$ cat config.mk
export PLATFORM = sky130hd
export DESIGN_NAME = seg_chain_decoder
export DESIGN_NICKNAME = d
export VERILOG_FILES = /design/src/rtl/seg_pkg.sv /design/src/rtl/seg_glyph_decode.sv /design/src/rtl/seg_digit_stage.sv /design/src/rtl/seg_chain_decoder.sv
export SDC_FILE = /design/constraint.sdc
export NUM_CORES = 1
export LEC_CHECK = 0
export CELL_PAD_IN_SITES_DETAIL_PLACEMENT = 1
export CELL_PAD_IN_SITES_GLOBAL_PLACEMENT = 1
export CORE_UTILIZATION = 46
export DETAILED_ROUTE_END_ITERATION = 6
export DONT_BUFFER_PORTS = 1
export PLACE_DENSITY = 0.84
export SLEW_MARGIN = 5
export SYNTH_ARGS = -nofsm -noshare
export SYNTH_HDL_FRONTEND = slang
export SYNTH_SLANG_ARGS = --single-unit
$ cat constraint.sdc
create_clock -name vclk -period 1.7
set_input_delay 0.17 -clock vclk [all_inputs]
set_output_delay 0.17 -clock vclk [all_outputs]
set_load 0.02 [all_outputs]
$ cat src/rtl/seg_pkg.sv
package seg_pkg;
  localparam int CODE_W = 4;
  localparam int SEG_W  = 7;
  localparam int MAX_DIGIT = 9;

  typedef logic [CODE_W-1:0] code_t;
  typedef logic [SEG_W-1:0]  seg_t;

  localparam seg_t SEG_DARK_N = '1;
  localparam seg_t SEG_FULL_N = '0;

  // Active-high lit pattern, bit 0 = segment a ... bit 6 = segment g.
  function automatic seg_t glyph_lit(code_t v);
    seg_t s;
    unique case (v)
      4'd0:    s = 7'b0111111;
      4'd1:    s = 7'b0000110;
      4'd2:    s = 7'b1011011;
      4'd3:    s = 7'b1001111;
      4'd4:    s = 7'b1100110;
      4'd5:    s = 7'b1101101;
      4'd6:    s = 7'b1111101;
      4'd7:    s = 7'b0000111;
      4'd8:    s = 7'b1111111;
      4'd9:    s = 7'b1101111;
      default: s = 7'b0000000;
    endcase
    return s;
  endfunction
endpackage

$ cat src/rtl/seg_glyph_decode.sv
module seg_glyph_decode
  import seg_pkg::*;
(
  input  code_t code_i,
  output seg_t  lit_o,
  output logic  valid_o,
  output logic  is_zero_o
);
  always_comb begin
    valid_o   = (code_i <= code_t'(MAX_DIGIT));
    is_zero_o = (code_i == '0);
    lit_o     = valid_o ? glyph_lit(code_i) : '0;
  end
endmodule

$ cat src/rtl/seg_digit_stage.sv
module seg_digit_stage
  import seg_pkg::*;
(
  input  code_t code_i,
  input  logic  lamp_test_n_i,
  input  logic  blank_n_i,
  input  logic  rbi_n_i,
  output seg_t  seg_n_o,
  output logic  rbo_n_o
);
  seg_t lit;
  logic valid;
  logic is_zero;
  logic ripple_hit;

  seg_glyph_decode u_glyph (
    .code_i   (code_i),
    .lit_o    (lit),
    .valid_o  (valid),
    .is_zero_o(is_zero)
  );

  assign ripple_hit = !rbi_n_i && is_zero;
  assign rbo_n_o    = !ripple_hit;

  // Priority: blank, lamp test, ripple blank, normal decode.
  always_comb begin
    if (!blank_n_i)          seg_n_o = SEG_DARK_N;
    else if (!lamp_test_n_i) seg_n_o = SEG_FULL_N;
    else if (ripple_hit)     seg_n_o = SEG_DARK_N;
    else if (!valid)         seg_n_o = SEG_DARK_N;
    else                     seg_n_o = ~lit;
  end
endmodule

$ cat src/rtl/seg_chain_decoder.sv
module seg_chain_decoder
  import seg_pkg::*;
#(
  parameter int DIGITS = 4
) (
  input  logic [CODE_W*DIGITS-1:0] digits_i,
  input  logic                     lamp_test_n_i,
  input  logic                     blank_n_i,
  input  logic                     zero_suppress_n_i,
  output logic [SEG_W*DIGITS-1:0]  seg_n_o,
  output logic [DIGITS-1:0]        ripple_n_o
);
  logic [DIGITS-1:0] rbi_n;

  generate
    for (genvar k = 0; k < DIGITS; k++) begin : g_digit
      if (k == 0) begin : g_lsd
        assign rbi_n[k] = 1'b1;
      end else if (k == DIGITS-1) begin : g_msd
        assign rbi_n[k] = zero_suppress_n_i;
      end else begin : g_mid
        assign rbi_n[k] = ripple_n_o[k+1];
      end

      seg_digit_stage u_stage (
        .code_i       (digits_i[CODE_W*k +: CODE_W]),
        .lamp_test_n_i(lamp_test_n_i),
        .blank_n_i    (blank_n_i),
        .rbi_n_i      (rbi_n[k]),
        .seg_n_o      (seg_n_o[SEG_W*k +: SEG_W]),
        .rbo_n_o      (ripple_n_o[k])
      );
    end
  endgenerate
endmodule

==> impl_metrics.toml, run 1 <==
[finish]
stdcell_area_um2 = 1230
drive_above_1_share_pct = 20.5
clkbuf_count = 0
num_antenna_cells = 0
n_fill_cell = 303
area_growth_pct = 11.5
fin_util_pct = 54.9
final_nets = 208
seqCellArea_um2 = 0
seq_cells = 0

[yosys]
synth_top_cells_by_area = "ha_1 (24%), o21ai_0 (7.3%), inv_1 (5.8%), a21oi_1 (4.6%), nand2_1 (3.8%)"
yosysTopAreaCell = "ha_1"
seq_area_frac_synth_pct = 0
syn_inst = 162
yosys_warnings = 0
synth_nets = 202
synth_top_area_share_pct = 23.9
syn_area_um2 = 1100
yosysUniqueCellTypes = 42
syn_avg_cell_area_um2 = 6.79

[placed_design]
gp_congestion = 0.841
post_dp_cell_area_um2 = 1170
io_buffer_count = 0
dp_hpwl_mm = 2.32

[global_routing]
grt_pass1_vias = 1084
grt_max_degree = 25
grt_use_total_pct = 21.9
grt_antenna_before_repair = 0
grt_overflow_total = 0
grt_pass1_wl_mm = 4.61

[floorplan]
row_count = 17
die_w_um = 50.9
die_y_um = 50.9
die-area_um2 = 2590
io_pins = 51
core_um2 = 2230
start_util_pct = 49.2

[clock_tree]
cts_hold_buf = 0

[sta]
holdWs_ps = 473
worst_slew_pin_slew_ps = 677
finalHoldViolCount = 0
post-route-period-util_pct = 93.4
rsz0062_at_grt = "no"
slew_headroom_pct = 54.4
min_period_ps = 1590
setup_viol = 0
slew_violations = 0
fmax_mhz = 630

[critical_path]
crit_chain = "inv_1 > ha_2 > nor3b_2 > and4b_2 > nor2_1 > a31oi_1 > buf_4"
slowest_stage = "and4b_2"
critPathRequiredTime_ps = 1530
crit_fanout = 5
cp-startpoint = "digits_i[9]"
arrival_ps = 1420
startpoint_type = "input pin"
crit_path_max_incr_delay_ps = 300
critical_path_class = "input pin to output port"
worstSetupEndpointType = "output port"

[detailed_routing]
detail-route-antenna-nets = 0
drt_iter0_markers = 11
drc_errors = 0
routed_wl_mm = 2.94
num_vias = 1122
drtPass1Iterations = 4
post_drt_wl_per_cell_um = 15.2
routed_via_density = 5.78

[min_path]
hp-class = "input pin to output port"
hold_path.startpoint = "blank_n_i"

[pwr]
total_leakage_power_nw = 0.557
powerDensity_nw_per_um2 = 248
power_uw = 304
vdd_ir_drop_max_mv = 0.134

[outcome]
status = "complete, no violations"

[flow_run]
maxCapViolCount = 0
==> repair_timing <==
item | in CTS | in global routing
pin swaps | 2 | 5
endpoints found under the setup margin | 3 | 13
gates resized for setup | 2 | 8
setup buffers | 2 | 0
==> worst paths after layout <==
path / cells after the start / slack, ps / end
worst max-delay path: 7 / 110 / seg_n_o[8]
worst min-delay path: 1 / 470 / seg_n_o[0]
==> power breakdown <==
part | switching [mW] | internal (mW) | total [mW]
combinational | 0.184 | 0.120 | 0.304
sequential | 0 | 0 | 0
clock | 0 | 0 | 0
==> placed cells by master (no fill, tap or decap), types with 2 or more instances in the layout <==
master      count
ha_1           19
nor3_1          3
o21bai_1        2
nand2_1        11
a21oi_1         9
nand2b_1        5
a22oi_1         2
nand3_1         6
nor3b_1         2
mux2i_1         3
inv_1          15
buf_4          17
nor2b_1         3
o31a_1          2
nand3b_1        2
a21o_1          3
o21a_1          5
o21ai_0        15
o21ai_1         2
o211ai_1        3
nor2_1          9
and2b_1         4
a21oi_2         2
clkinvlp_4      2
==> layout make-up <==
| cell class | instances | area [um^2] | area share (%) |
|---|---|---|---|
| Inverter | 18 | 75.1 | 6.12 |
| Tap cell | 28 | 35.0 | 2.86 |
| Multi-Input combinational cell | 131 | 988 | 80.6 |
| Timing Repair Buffer | 17 | 128 | 10.4 |
==> routing by layer <==
| layer | GRT usage (%) | vias to the layer above | share of wire [%] |
|---|---|---|---|
| met4 | 0 | 0 | 0 |
| met5 | 0 | - | 0 |
| met2 | 44.2 | 28 | 50 |
| met1 | 26.0 | 530 | 46 |
| li1 | - | 564 | - |
| met3 | 1.79 | 0 | 4.0 |
==> stage by stage <==
step	setup slack (ps)	setup TNS (ps)	cells
2_1_floorplan	53.7	0	162
3_3_place_gp	64.6	0	192
3_5_place_dp	-12.1	-12.1	192
4_1_cts	1.31	0	194
5_1_grt	8.12	0	194
6_report	112	0	194
==> cells in the mapped netlist, types with 2 or more instances <==
master / instances
a21oi_1: 10
o211ai_1: 3
o31a_1: 2
nand3b_1: 2
nor2_1: 9
buf_4: 4
buf_2: 3
inv_1: 17
a22oi_1: 2
nand2b_1: 5
mux2i_1: 3
and2b_1: 4
nor3b_1: 3
o21a_1: 5
nand2_1: 11
ha_1: 21
o311ai_0: 2
clkbuf_1: 5
nor2b_1: 3
nand3_1: 6
nor3_1: 3
o21ai_0: 16
a21o_1: 3
o21bai_1: 2
==> logic make-up after synthesis <==
group	synth area share [%]
mux	2.73
other cells	0.341
simple gates	28.3
buf+inv	13.0
compound gates	31.7
fa+ha+maj	23.9
==> critical path, delay by kind of cell <==
kind	cells	cell delay, ps
AND/OR/NAND/NOR	3	560
adder cells (fa/ha/maj)	1	210
AO/OA/AOI/OAI	1	190
buffers and inverters	2	280
Note: power is estimated with default switching activity, not from simulation.
==> run 2, diff against run 1 <==
Settings changed: RECOVER_POWER set to 100.
==> impl_metrics.toml, run 2 (synthesis results as in run 1) <==
[placed_design]
dp_hpwl_mm = 2.32
dp_slack_ps = -12.1
io_buffer_count = 0
gp_congestion = 0.841
post_dp_cell_area_um2 = 1170

[sta]
fin_ws_ps = 112
slew_headroom_pct = 54.4
setup_viol = 0
final.setup.tns_ps = 0
slew_violations = 0
rsz0062_at_grt = "no"
min_period_ps = 1590
holdWs_ps = 473
fmax_mhz = 630
post-route-period-util_pct = 93.4
worst_slew_pin_slew_ps = 677
finalHoldViolCount = 0

[detailed_routing]
routed_wl_mm = 2.93
detail-route-antenna-nets = 0
drtPass1Iterations = 4
drt_iter0_markers = 10
drc_errors = 0
num_vias = 1130
routed_via_density = 5.82
post_drt_wl_per_cell_um = 15.1

[min_path]
hp-class = "input pin to output port"

[flow_run]
maxCapViolCount = 0

[finish]
final_cell_mix = "ha_1 (19), inv_1 (15), o21ai_0 (15)"
fin_util_pct = 53.7
stdcell_area_um2 = 1200
drive_above_1_share_pct = 18.7
seq_cells = 0
clkbuf_count = 0
seqCellArea_um2 = 0
area_growth_pct = 9.10
num_antenna_cells = 0
final_nets = 208
mostFrequentLayoutCell = "ha_1"

[global_routing]
grt_overflow_total = 0
grt_use_total_pct = 21.9
grt_max_degree = 25
grt_pass1_wl_mm = 4.61
grt_pass1_vias = 1084
grt_antenna_before_repair = 0

[floorplan]
row_count = 17
die_w_um = 50.9
die-area_um2 = 2590
io_pins = 51
start_util_pct = 49.2
die_y_um = 50.9
core_um2 = 2230

[clock_tree]
cts_hold_buf = 0

[pwr]
vdd_ir_drop_max_mv = 0.120
total_leakage_power_nw = 0.541
powerDensity_nw_per_um2 = 243

[critical_path]
arrival_ps = 1420
crit_path_end = "seg_n_o[8]"
startpoint_type = "input pin"
cp-startpoint = "digits_i[9]"
critPathRequiredTime_ps = 1530
worstSetupEndpointType = "output port"
crit_fanout = 5
critical_path_class = "input pin to output port"

[outcome]
status = "complete, no violations"
## run 2: report_power, final
part	total (mW)	internal (mW)	switching, mW
clock	0	0	0
sequential	0	0	0
combinational	0.292	0.109	0.183
## run 2: worst max-delay path, stage by stage
cell     delay [ps]
inv_1           100
ha_2            210
nor3b_2         190
and4b_2         300
nor2_1           70
a31oi_1         190
buf_4           180
## run 2: repair_timing
item | 4_1_cts | 5_1_grt
resized for setup | 2 | 8
pin swaps | 2 | 5
endpoints found under the setup margin | 3 | 13
buffers inserted | 2 | 0
## run 2: routing by layer
layer  up-vias  share of wire (%)  global-route usage, %
met5         -                  0                      0
met2        28                 51                   44.2
li1        564                  -                      -
met3         0                4.0                   1.79
met1       538                 45                   26.0
met4         0                  0                      0
## run 2: final cells by class
class	instances	area [um^2]
multi-input combinational	131	988
tap	28	35.0
inverter	18	75.1
fill	303	1030
timing repair buffer	17	101
## run 2: worst min path at each step
stage	depth (start not counted)	slack [ps]	startpoint	to
floorplan	2	590	digits_i[15]	seg_n_o[27]
global placement	1	470	blank_n_i	seg_n_o[0]
detailed placement	1	480	blank_n_i	seg_n_o[0]
CTS	1	480	blank_n_i	seg_n_o[0]
global route	1	470	blank_n_i	seg_n_o[0]
finish	1	470	blank_n_i	seg_n_o[0]
## run 2: stage by stage
step / cells / power (mW)
global route: 194 / 0.319
detailed placement: 192 / 0.292
CTS: 194 / 0.296
floorplan: 162 / 0.248
global placement: 192 / 0.283
finish: 194 / 0.292
